## config.mk

```make
export PLATFORM = sky130hd
export DESIGN_NAME = tcam_array
export DESIGN_NICKNAME = d
export VERILOG_FILES = /design/src/rtl/tcam_pkg.sv /design/src/rtl/tcam_ctrl.sv /design/src/rtl/tcam_store.sv /design/src/rtl/tcam_matchline.sv /design/src/rtl/tcam_prio_enc.sv /design/src/rtl/tcam_array.sv
export SDC_FILE = /design/constraint.sdc
export NUM_CORES = 1
export LEC_CHECK = 0
export BUFFER_PORTS_ARGS = -buffer_cell sky130_fd_sc_hd__buf_2
export CORE_MARGIN = 2
export CORE_UTILIZATION = 57
export CTS_BUF_LIST = sky130_fd_sc_hd__clkbuf_8
export CTS_CLUSTER_SIZE = 30
export DETAILED_ROUTE_END_ITERATION = 7
export PLACE_DENSITY_LB_ADDON = 0.2
export SYNTH_ARGS = -nofsm -noshare
export SYNTH_HDL_FRONTEND = slang
export SYNTH_SLANG_ARGS = --single-unit
```

## constraint.sdc

```tcl
create_clock -name clk_i -period 2.1 [get_ports clk_i]
set_clock_uncertainty 0.2 [all_clocks]
set_input_delay 0.21 -clock clk_i [delete_from_list [all_inputs] [get_ports clk_i]]
set_output_delay 0.21 -clock clk_i [all_outputs]
set_load 0.1 [all_outputs]
```

## src/rtl/tcam_pkg.sv

```systemverilog
package tcam_pkg;
  typedef enum logic [1:0] {
    ST_IDLE = 2'd0,
    ST_WRB  = 2'd1,
    ST_PRE  = 2'd2,
    ST_EVAL = 2'd3
  } ctl_state_e;

  localparam logic [1:0] TC_DC   = 2'b00;
  localparam logic [1:0] TC_ZERO = 2'b01;
  localparam logic [1:0] TC_ONE  = 2'b10;
  localparam logic [1:0] TC_RSV  = 2'b11;
endpackage

```

## src/rtl/tcam_ctrl.sv

```systemverilog
module tcam_ctrl
  import tcam_pkg::*;
(
  input  logic clk_i,
  input  logic rst_ni,
  input  logic wr_req_i,
  input  logic srch_req_i,
  output logic step_a_o,
  output logic step_b_o,
  output logic pre_o,
  output logic eval_o,
  output logic load_new_o,
  output logic load_pend_o,
  output logic pend_set_o
);
  ctl_state_e st_q, st_d;
  logic       pend_q;
  logic       idle;

  assign idle        = (st_q == ST_IDLE);
  assign step_a_o    = idle & wr_req_i;
  assign step_b_o    = (st_q == ST_WRB);
  assign pre_o       = (st_q == ST_PRE);
  assign eval_o      = (st_q == ST_EVAL);
  // a fresh request wins over a held one
  assign load_new_o  = (idle & ~wr_req_i & srch_req_i) | (step_b_o & srch_req_i);
  assign load_pend_o = step_b_o & ~srch_req_i & pend_q;
  assign pend_set_o  = step_a_o & srch_req_i;

  always_comb begin
    st_d = st_q;
    unique case (st_q)
      ST_IDLE: begin
        if (wr_req_i)        st_d = ST_WRB;
        else if (srch_req_i) st_d = ST_PRE;
      end
      ST_WRB:  st_d = (srch_req_i | pend_q) ? ST_PRE : ST_IDLE;
      ST_PRE:  st_d = ST_EVAL;
      ST_EVAL: st_d = ST_IDLE;
      default: st_d = ST_IDLE;
    endcase
  end

  always_ff @(posedge clk_i or negedge rst_ni) begin
    if (!rst_ni) begin
      st_q   <= ST_IDLE;
      pend_q <= 1'b0;
    end else begin
      st_q <= st_d;
      if (pend_set_o)    pend_q <= 1'b1;
      else if (step_b_o) pend_q <= 1'b0;
    end
  end
endmodule

```

## src/rtl/tcam_store.sv

```systemverilog
module tcam_store #(
  parameter int WORDS = 8,
  parameter int BITS  = 8,
  parameter int AW    = 3
) (
  input  logic              clk_i,
  input  logic              rst_ni,
  input  logic              wa_en_i,
  input  logic [AW-1:0]     wa_addr_i,
  input  logic [2*BITS-1:0] wa_data_i,
  input  logic              wb_en_i,
  input  logic [AW-1:0]     wb_addr_i,
  input  logic [2*BITS-1:0] wb_data_i,
  input  logic [2*BITS-1:0] key_i,
  output logic [WORDS-1:0]  word_hit_o
);
  logic [BITS-1:0] one_q  [WORDS];
  logic [BITS-1:0] zero_q [WORDS];
  logic [BITS-1:0] wa_one, wb_zero, key_one, key_zero;

  always_comb begin
    for (int b = 0; b < BITS; b++) begin
      wa_one[b]   = wa_data_i[2*b+1];
      wb_zero[b]  = wb_data_i[2*b];
      key_one[b]  = key_i[2*b+1];
      key_zero[b] = key_i[2*b];
    end
  end

  // step A: one elements, step B: zero elements
  always_ff @(posedge clk_i or negedge rst_ni) begin
    if (!rst_ni) begin
      for (int w = 0; w < WORDS; w++) begin
        one_q[w]  <= '0;
        zero_q[w] <= '0;
      end
    end else begin
      for (int w = 0; w < WORDS; w++) begin
        if (wa_en_i && (wa_addr_i == AW'(w))) one_q[w]  <= wa_one;
        if (wb_en_i && (wb_addr_i == AW'(w))) zero_q[w] <= wb_zero;
      end
    end
  end

  // a key zero meets a stored one element, or a key one meets a stored zero element
  for (genvar w = 0; w < WORDS; w++) begin : g_cmp
    assign word_hit_o[w] = ~|((key_zero & one_q[w]) | (key_one & zero_q[w]));
  end
endmodule

```

## src/rtl/tcam_matchline.sv

```systemverilog
module tcam_matchline #(
  parameter int WORDS = 8
) (
  input  logic             clk_i,
  input  logic             rst_ni,
  input  logic             clear_i,
  input  logic             pre_i,
  input  logic             eval_i,
  input  logic [WORDS-1:0] word_hit_i,
  output logic [WORDS-1:0] ml_o,
  output logic [WORDS-1:0] ml_next_o
);
  logic [WORDS-1:0] ml_q;

  always_comb begin
    if (clear_i)     ml_next_o = '0;
    else if (pre_i)  ml_next_o = '1;
    else if (eval_i) ml_next_o = ml_q & word_hit_i;
    else             ml_next_o = ml_q;
  end

  always_ff @(posedge clk_i or negedge rst_ni) begin
    if (!rst_ni) ml_q <= '0;
    else         ml_q <= ml_next_o;
  end

  assign ml_o = ml_q;
endmodule

```

## src/rtl/tcam_prio_enc.sv

```systemverilog
module tcam_prio_enc #(
  parameter int WORDS = 8,
  parameter int AW    = 3
) (
  input  logic [WORDS-1:0] hits_i,
  output logic             any_o,
  output logic [AW-1:0]    idx_o,
  output logic             multi_o
);
  always_comb begin
    idx_o = '0;
    for (int i = WORDS - 1; i >= 0; i--) begin
      if (hits_i[i]) idx_o = AW'(i);
    end
  end

  assign any_o   = |hits_i;
  // clearing the lowest set bit leaves something only if two or more were set
  assign multi_o = |(hits_i & (hits_i - WORDS'(1)));
endmodule

```

## src/rtl/tcam_array.sv

```systemverilog
module tcam_array
  import tcam_pkg::*;
#(
  parameter int WORDS = 8,
  parameter int BITS  = 8,
  localparam int AW   = (WORDS > 1) ? $clog2(WORDS) : 1
) (
  input  logic              clk_i,
  input  logic              rst_ni,
  input  logic              wr_i,
  input  logic [AW-1:0]     wr_addr_i,
  input  logic [2*BITS-1:0] wr_data_i,
  input  logic              srch_i,
  input  logic [2*BITS-1:0] srch_key_i,
  output logic              valid_o,
  output logic              hit_o,
  output logic [AW-1:0]     addr_o,
  output logic              multi_o
);
  logic step_a, step_b, pre_en, eval_en;
  logic load_new, load_pend, pend_set;

  logic [AW-1:0]     wr_addr_q;
  logic [2*BITS-1:0] wr_data_q;
  logic [2*BITS-1:0] key_q, pend_key_q;

  logic [WORDS-1:0] word_hit, ml_q, ml_next;
  logic             enc_any, enc_multi;
  logic [AW-1:0]    enc_idx;

  tcam_ctrl u_ctrl (
    .clk_i       (clk_i),
    .rst_ni      (rst_ni),
    .wr_req_i    (wr_i),
    .srch_req_i  (srch_i),
    .step_a_o    (step_a),
    .step_b_o    (step_b),
    .pre_o       (pre_en),
    .eval_o      (eval_en),
    .load_new_o  (load_new),
    .load_pend_o (load_pend),
    .pend_set_o  (pend_set)
  );

  always_ff @(posedge clk_i or negedge rst_ni) begin
    if (!rst_ni) begin
      wr_addr_q  <= '0;
      wr_data_q  <= '0;
      key_q      <= '0;
      pend_key_q <= '0;
    end else begin
      if (step_a) begin
        wr_addr_q <= wr_addr_i;
        wr_data_q <= wr_data_i;
      end
      if (pend_set)       pend_key_q <= srch_key_i;
      if (load_new)       key_q      <= srch_key_i;
      else if (load_pend) key_q      <= pend_key_q;
    end
  end

  tcam_store #(.WORDS(WORDS), .BITS(BITS), .AW(AW)) u_store (
    .clk_i      (clk_i),
    .rst_ni     (rst_ni),
    .wa_en_i    (step_a),
    .wa_addr_i  (wr_addr_i),
    .wa_data_i  (wr_data_i),
    .wb_en_i    (step_b),
    .wb_addr_i  (wr_addr_q),
    .wb_data_i  (wr_data_q),
    .key_i      (key_q),
    .word_hit_o (word_hit)
  );

  tcam_matchline #(.WORDS(WORDS)) u_ml (
    .clk_i      (clk_i),
    .rst_ni     (rst_ni),
    .clear_i    (step_a | step_b),
    .pre_i      (pre_en),
    .eval_i     (eval_en),
    .word_hit_i (word_hit),
    .ml_o       (ml_q),
    .ml_next_o  (ml_next)
  );

  tcam_prio_enc #(.WORDS(WORDS), .AW(AW)) u_enc (
    .hits_i  (ml_next),
    .any_o   (enc_any),
    .idx_o   (enc_idx),
    .multi_o (enc_multi)
  );

  always_ff @(posedge clk_i or negedge rst_ni) begin
    if (!rst_ni) begin
      valid_o <= 1'b0;
      hit_o   <= 1'b0;
      addr_o  <= '0;
      multi_o <= 1'b0;
    end else begin
      valid_o <= eval_en;
      if (eval_en) begin
        hit_o   <= enc_any;
        addr_o  <= enc_idx;
        multi_o <= enc_multi;
      end
    end
  end
endmodule

```

==> results_dict.tcl, run 1 <==
set metrics [dict create \
    syn_inst 608 \
    cap_viol_max_count 0 \
    cts_buffer_depth 2 \
    clk_pin_slew_ps 100 \
    n_antenna_cell 0 \
    postRouteWirelength_um 23500 \
    max-vdd-ir-drop_uv 977 \
    arrival_ps 2620 \
    ys_types 49 \
    ys.flop_type "dfrtp_1" \
    fmax_mhz 415 \
    p_seq_frac 0.448 \
    ys_seq_elements 188 \
    fin_crit_ps 2410 \
    post-dp-hpwl_um 16900 \
    comb_power_share 0.403 \
    switching_share 0.391 \
    setup_ws_ps -311 \
    final_core_util 0.723 \
    dieArea_sq_um 15400 \
    clkSinkCount 188 \
    critPathKind "reg2reg" \
    synth_top_area_cell "dfrtp_1" \
    numCtsBuffers 17 \
    area_growth_syn_to_layout_pct 23.1 \
    worst_slew_pin_slew_ps 678 \
    drc 0 \
    synth_area_sq_um 8210 \
    io_buffers 44 \
    grt_pass1_wl_um 35800 \
    final_nets 800 \
    fillers 968 \
    rsz0062_at_grt "yes" \
    hold_slack_ps 40.6 \
    cts_tree "yes" \
    path_cells "a222oi_1, and4_2, a41oi_4, inv_1, nor2_1, a31oi_1, o32a_1" \
    place_congestion 0.989 \
    start_util 0.587 \
    routed_via_density 6.09 \
    gr-total-overflow 0 \
    violations "setup timing" \
    slew_violations 0 \
    clk_latency_ps 480 \
    row_count 43 \
    wl_per_cell_um 24.6 \
    drive_gt1_frac 0.468 \
    htreeDepth 4 \
    track_usage 0.328 \
    cp_slowest_cell "a222oi_1" \
    first_pass_iters 5 \
    ys_warn_count 0 \
    core_sq_um 14000 \
    slew_headroom 0.548 \
    syn_nets 647 \
    die_x_um 124 \
    hp-class "in2reg" \
    cp-start-kind "flop" \
    grt_max_degree 74 \
    endpoint_kind "flop" \
    synthArstFlopShare 1.00 \
    p_clk_frac 0.149 \
    crit_fanout 7 \
    p_per_area_nw_per_um2 1590 \
    postSynthAreaPerCell_sq_um 13.5 \
    synth_most_common_cell "dfrtp_1" \
    drtIter0Drc 569 \
    crit_required_ps 2310 \
    synth_edf_count 0 \
    vias 5812 \
    synth.top_cell.area_share 0.573 \
    status "finished, violations left" \
    synth.top_cells.by_area "dfrtp_1 57%, mux2_2 21%, mux2i_1 2.0%" \
    antenna_found_initial 0 \
    cts_root_buf "clkbuf_8" \
    intPower_mw 9.80 \
    p_sw_mw 6.30 \
    finalSetupViolCount 5 \
    hold_viol_final 0 \
    ys_top_cells_by_count "188 x dfrtp_1, 155 x mux2_2, 31 x nor2_1" \
    period_share 1.15 \
    p_leak_nw 4.59 \
    boundaryPins 45 \
    grt_pass1_vias 6038 \
    ys_seq_area_frac 0.573 \
    dieHeight_um 124 \
    ant_nets 0 \
    crit_path_max_incr_delay_ps 580 \
]
==> timing repair <==
action,4_1_cts,5_1_grt
pin swaps,6,14
hold endpoints to repair,296,1
resized for setup,22,18
gates cloned,0,0
setup endpoints to repair,38,60
buffers inserted,10,3
hold buffers,38,1
==> layout by cell type (no fill, tap or decap), drive strengths merged, types with 2 or more instances in the layout <==
cell type	instances
a222oi	7
and4	4
nand2	29
a41oi	2
o21ai	8
nor3	5
nand3	9
o22ai	2
clkbuf	19
dlygate4sd3	38
nand2b	3
a31oi	4
nor2	31
buf	127
a22o	15
a221oi	15
a21oi	31
o32a	2
nor2b	3
clkinvlp	2
nand4	5
mux2	155
clkinv	7
nand3b	2
mux2i	16
nor3b	2
dfrtp	188
inv	13
a22oi	20
==> worst max-delay path, delay by kind of cell, from the launching register on <==
family / cells / cell delay, ps
AO/OA/AOI/OAI: 4 / 1080
buffers and inverters: 1 / 110
flip-flops: 1 / 480
AND/OR/NAND/NOR: 2 / 470
==> layout make-up <==
type | instances | area (sq um) | area share
inverters | 9 | 33.8 | 0.00334
well taps | 180 | 225 | 0.0223
multi-input cells | 379 | 3370 | 0.333
repair buffers | 166 | 1360 | 0.135
clock buffers | 18 | 248 | 0.0245
flip-flops and latches | 188 | 4720 | 0.467
clock inverters | 14 | 155 | 0.0153
==> flip-flops by register name (all words and copies together) (netlist names) <==
name / count
valid_o: 1
u_store.zero_q: 64
u_ctrl.st_q: 2
u_ctrl.pend_q: 1
addr_o: 3
pend_key_q: 16
multi_o: 1
wr_addr_q: 3
u_ml.ml_o: 8
u_store.one_q: 64
hit_o: 1
wr_data_q: 8
key_q: 16
==> power groups by stage <==
stage	clock, mW	combinational (mW)	sequential, mW
4_1_cts	2.44	6.27	7.14
3_3_place_gp	0	5.76	7.13
6_report	2.40	6.48	7.21
5_1_grt	2.59	6.98	7.34
3_5_place_dp	0	5.87	7.21
2_1_floorplan	0	4.14	6.43
==> final timing paths <==
check / from / to / slack, ps / depth (start not counted)
max reg2reg: key_q[10]$_DFFE_PN0P_ / multi_o$_DFFE_PN0P_ / -310 / 7
min in group asynchronous: rst_ni / u_store.zero_q[45]$_DFFE_PN0P_ / 520 / 3
max: key_q[10]$_DFFE_PN0P_ / multi_o$_DFFE_PN0P_ / -310 / 7
min reg2reg: addr_o[2]$_DFFE_PN0P_ / addr_o[2]$_DFFE_PN0P_ / 280 / 2
min: wr_i / u_ctrl.st_q[0]$_DFFE_PN0P_ / 40 / 4
max in group asynchronous: rst_ni / key_q[14]$_DFFE_PN0P_ / 510 / 4
==> kinds of logic after synthesis <==
logic type             count (synthesis)  share of synthesized area
AND/OR/NAND/NOR                       97                     0.0596
flip-flops                           188                      0.573
buffers and inverters                 41                     0.0306
AO/OA/AOI/OAI                        111                      0.105
multiplexers                         171                      0.232
==> routing by layer <==
metal  vias up  wire (um)  GRT usage
li1       2565          -          -
met1      2987       9900      0.427
met2       204      11400      0.539
met3        56       1180     0.0582
met4         0        961      0.151
met5         -          0          0
==> through the flow <==
stage	setup WS [ps]	power [mW]	setup TNS (ps)	std cells	cell area, sq um
after floorplan	18.4	10.6	0	608	8210
after detailed placement	-478	13.1	-2360	871	9080
final	-311	16.1	-1220	954	10100
after global placement	-492	12.9	-2200	871	9080
after global routing	-445	16.9	-1760	954	10100
after CTS	-279	15.8	-1130	951	10000
No activity file was read; power rests on OpenSTA's default activity.
==> run 2, diff against run 1 <==
Settings changed: CORE_UTILIZATION 57 to 68.
Clock period 2.1 ns to 3.1 ns, I/O delays scaled along.
==> results_dict.tcl, run 2 (synthesis gave the netlist of run 1 again) <==
set metrics [dict create \
    status "finished, final reports clean" \
    cap_viol_max_count 0 \
    p_per_area_nw_per_um2 1100 \
    core_sq_um 11900 \
    drc 0 \
    hold_viol_final 0 \
    ant_nets 0 \
    slew_headroom 0.484 \
    clk_pin_slew_ps 90 \
    reg.largest.list "u_store.one_q (64), u_store.zero_q (64)" \
    area_growth_syn_to_layout_pct 12.5 \
    postRouteWirelength_um 21300 \
    boundaryPins 45 \
    crit_fanout 9 \
    antenna_found_initial 0 \
    fmax_mhz 363 \
    dieArea_sq_um 13000 \
    period_share 0.889 \
    rrSetupSlack_ps 340 \
    start_util 0.689 \
    hp-class "in2reg" \
    clk_latency_ps 460 \
    worstHoldEndpoint "wr_addr_q[2]$_DFFE_PN0P_" \
    finalSetupViolCount 0 \
    die_x_um 114 \
    slew_violations 0 \
    place_congestion 0.923 \
    min-delay-start "wr_addr_i[2]" \
    worst_r2r_startpoint "key_q[14]$_DFFE_PN0P_" \
    cts_tree "yes" \
    io_buffers 44 \
    crit_required_ps 3310 \
    final_core_util 0.776 \
    cts_buffer_depth 2 \
    holdPathStages 2 \
    worst_slew_pin_slew_ps 774 \
    routed_via_density 6.69 \
    gr-total-overflow 0 \
    vias 5610 \
    rsz0062_at_grt "no" \
    layout_common_cells "188 x dfrtp_1, 155 x mux2_2, 43 x buf_2, 31 x nor2_1" \
    drtIter0Drc 629 \
    post-dp-hpwl_um 14400 \
    fin_crit_ps 2760 \
    grt_max_degree 78 \
    final_nets 717 \
    cts_root_buf "clkbuf_8" \
    final_common_cell "dfrtp_1" \
    drive_gt1_frac 0.372 \
    rr_worst_depth 8 \
    htreeDepth 4 \
    dieHeight_um 114 \
    r2r_end "multi_o$_DFFE_PN0P_" \
    wl_per_cell_um 25.4 \
    ctsHoldBuffers 28 \
    grt_pass1_wl_um 33300 \
    cp-start-kind "flop" \
    finalSetupTns_ps 0 \
    ctsResizeCount 0 \
    p_leak_nw 4.18 \
    numCtsBuffers 17 \
    endpoint_kind "flop" \
    track_usage 0.355 \
    arrival_ps 2960 \
    postCtsSetupBuffers 0 \
    hold_slack_ps 27.1 \
    n_antenna_cell 0 \
    clkSinkCount 188 \
    grt_pass1_vias 5967 \
    critPathKind "reg2reg" \
    max-vdd-ir-drop_uv 641 \
    row_count 40 \
    first_pass_iters 6 \
]
==> run 2: cell count changes in the layout (fill, tap and decap cells not counted), sizes merged <==
| cell | delta |
|---|---|
| bufinv | +4 |
| clkinvlp | +2 |
| dlygate4sd3 | -10 |
| inv | -3 |
| buf | -72 |
| clkinv | -4 |
==> run 2: metal layers <==
metal  GRT usage  wire length [um]  vias to the layer above
li1            -                 -                     2399
met1       0.462              8200                     2832
met2       0.564             10300                      297
met3       0.103              1810                       82
met4       0.156               998                        0
met5           0                 0                        -
==> run 2: how the worst max path moves through the flow <==
| stage | start | to | slack (ps) | depth (start not counted) |
|---|---|---|---|---|
| floorplan | u_ctrl.st_q[1]$_DFFE_PN0P_ | multi_o$_DFFE_PN0P_ | 1020 | 9 |
| global placement | key_q[13]$_DFFE_PN0P_ | multi_o$_DFFE_PN0P_ | 440 | 8 |
| detailed placement | key_q[13]$_DFFE_PN0P_ | multi_o$_DFFE_PN0P_ | 430 | 8 |
| CTS | key_q[13]$_DFFE_PN0P_ | multi_o$_DFFE_PN0P_ | 400 | 8 |
| global route | key_q[13]$_DFFE_PN0P_ | multi_o$_DFFE_PN0P_ | 170 | 8 |
| finish | key_q[14]$_DFFE_PN0P_ | multi_o$_DFFE_PN0P_ | 340 | 8 |
==> run 2: per-stage QoR <==
| stage | total power [mW] | area [sq um] | std cells | setup WS [ps] |
|---|---|---|---|---|
| CTS | 10.1 | 9240 | 838 | 403 |
| floorplan | 7.16 | 8210 | 608 | 1020 |
| finish | 10.1 | 9240 | 838 | 345 |
| detailed placement | 8.23 | 8500 | 778 | 433 |
| global route | 10.7 | 9240 | 838 | 166 |
| global placement | 8.06 | 8500 | 778 | 436 |
==> run 2: worst max-delay path, cell delays in order, from the launching register on <==
cell and delay (ps):
dfrtp_1 570, a222oi_1 500, nand3_1 200, nor3_1 400, nand2_1 130, a21oi_2 290, a21oi_1 60, a31oi_1 180
o32a_1 170
==> run 2: area by class of cell <==
cell class | instances | area (sq um)
Sequential cell | 188 | 4700
Multi-Input combinational cell | 379 | 3260
Fill cell | 758 | 2670
Timing Repair Buffer | 83 | 602
Clock buffer | 19 | 262
Clock inverter | 13 | 198
Tap cell | 147 | 184
Inverter | 9 | 33.8
==> run 2: power breakdown <==
part	internal, mW	switching, mW
registers	3.61	1.39
clock network	0.993	0.822
logic	1.69	1.62
total	6.30	3.83
==> run 3, diff against run 2 <==
Settings changed: SETUP_SLACK_MARGIN from default to 0.4.
==> results_dict.tcl, run 3 (synthesis gave the netlist of run 1 again) <==
set metrics [dict create \
    status "finished, final reports clean" \
    endpoint_kind "flop" \
    gr-total-overflow 0 \
    n_antenna_cell 0 \
    final_area_sq_um 9250 \
    final_core_util 0.777 \
    postRouteWirelength_um 21300 \
    p_seq_frac 0.494 \
    drc 0 \
    cts_tree "yes" \
    p_clk_frac 0.179 \
    p_leak_nw 4.18 \
    hp-class "in2reg" \
    worst_slew_pin_slew_ps 741 \
    finalSetupViolCount 0 \
    core_sq_um 11900 \
    vias 5600 \
    place_congestion 0.923 \
    cts_buffer_depth 2 \
    post-dp-hpwl_um 14400 \
    rsz0062_at_grt "yes" \
    finalSetupTns_ps 0 \
    clkSinkCount 188 \
    p_total_mw 10.1 \
    max-vdd-ir-drop_uv 643 \
    dp.cells 778 \
    fin_crit_ps 2610 \
    row_count 40 \
    track_usage 0.355 \
    dieArea_sq_um 13000 \
    dieHeight_um 114 \
    boundaryPins 45 \
    pre_cts_slack_ps 433 \
    cp-start-kind "flop" \
    setup_ws_ps 493 \
    start_util 0.689 \
    wl_per_cell_um 25.4 \
    period_share 0.841 \
    clk_latency_ps 460 \
    rrSetupSlack_ps 490 \
    htreeDepth 4 \
    slew_headroom 0.506 \
    routed_via_density 6.68 \
    crit_required_ps 3250 \
    antenna_found_initial 0 \
    critPathKind "reg2reg" \
    reg.largest.list "u_store.one_q (64), u_store.zero_q (64)" \
    final_common_cell "dfrtp_1" \
    cap_viol_max_count 0 \
    switching_share 0.379 \
    area_growth_syn_to_layout_pct 12.6 \
    grt_max_degree 78 \
    slew_violations 0 \
    grt_pass1_vias 5967 \
    grt_pass1_wl_um 33300 \
    crit_fanout 9 \
    first_pass_iters 5 \
    comb_power_share 0.327 \
    p_sw_mw 3.84 \
    ant_nets 0 \
    postCtsSetupBuffers 0 \
    clk_pin_slew_ps 90 \
    io_buffers 44 \
    dpl_cell_area_sq_um 8500 \
    arrival_ps 2750 \
    final_nets 717 \
    drtIter0Drc 601 \
    hold_slack_ps 31.9 \
    numCtsBuffers 17 \
    drive_gt1_frac 0.379 \
    stdcell_count 838 \
    cts_root_buf "clkbuf_8" \
    die_x_um 114 \
    p_per_area_nw_per_um2 1100 \
    fmax_mhz 384 \
    layout_common_cells "184 x dfrtp_1, 155 x mux2_2, 43 x buf_2, 31 x nor2_1" \
    hold_viol_final 0 \
    intPower_mw 6.31 \
]
## run 3: worst paths after layout
check	cells past startpoint	endpoint	startpoint
max	8	multi_o$_DFFE_PN0P_	key_q[8]$_DFFE_PN0P_
min	2	wr_addr_q[2]$_DFFE_PN0P_	wr_addr_i[2]
max reg2reg	8	multi_o$_DFFE_PN0P_	key_q[8]$_DFFE_PN0P_
min reg2reg	1	u_ctrl.pend_q$_DFFE_PN0P_	u_ctrl.pend_q$_DFFE_PN0P_
max in group asynchronous	3	u_store.zero_q[31]$_DFFE_PN0P_	rst_ni
min in group asynchronous	2	u_store.zero_q[3]$_DFFE_PN0P_	rst_ni
## run 3: critical path, cell delays in order (launching register included)
cell and delay, ps:
dfrtp_1 680, a22o_1 210, a221oi_1 50, and4_1 260
a41oi_2 300, nand2_1 160, nor3_4 190, a21oi_1 100
o32a_1 340
## run 3: metal layers
| metal | share of wire | vias to the layer above | track usage |
|---|---|---|---|
| met5 | 0 | - | 0 |
| met4 | 0.043 | 0 | 0.156 |
| met3 | 0.080 | 63 | 0.103 |
| met2 | 0.48 | 283 | 0.564 |
| met1 | 0.39 | 2847 | 0.462 |
| li1 | - | 2407 | - |
## run 3: area by class of cell
cell class	count	area, sq um
Clock buffer	19	262
Clock inverter	13	198
Fill cell	757	2660
Inverter	9	33.8
Multi-Input combinational cell	379	3260
Sequential cell	188	4710
Tap cell	147	184
Timing Repair Buffer	83	602
## run 3: what timing repair did
item | in CTS | in global routing
gates resized for setup | 0 | 5
hold buffers | 28 | 0
setup endpoints to repair | 0 | 25
hold endpoints to repair | 113 | 0
## run 3: power groups by stage
stage / sequential, mW / clock, mW / combinational, mW
6_report: 5.01 / 1.82 / 3.32
5_1_grt: 5.10 / 1.94 / 3.62
4_1_cts: 4.93 / 1.84 / 3.31
3_5_place_dp: 4.96 / 0 / 3.26
3_3_place_gp: 4.91 / 0 / 3.16
2_1_floorplan: 4.36 / 0 / 2.80
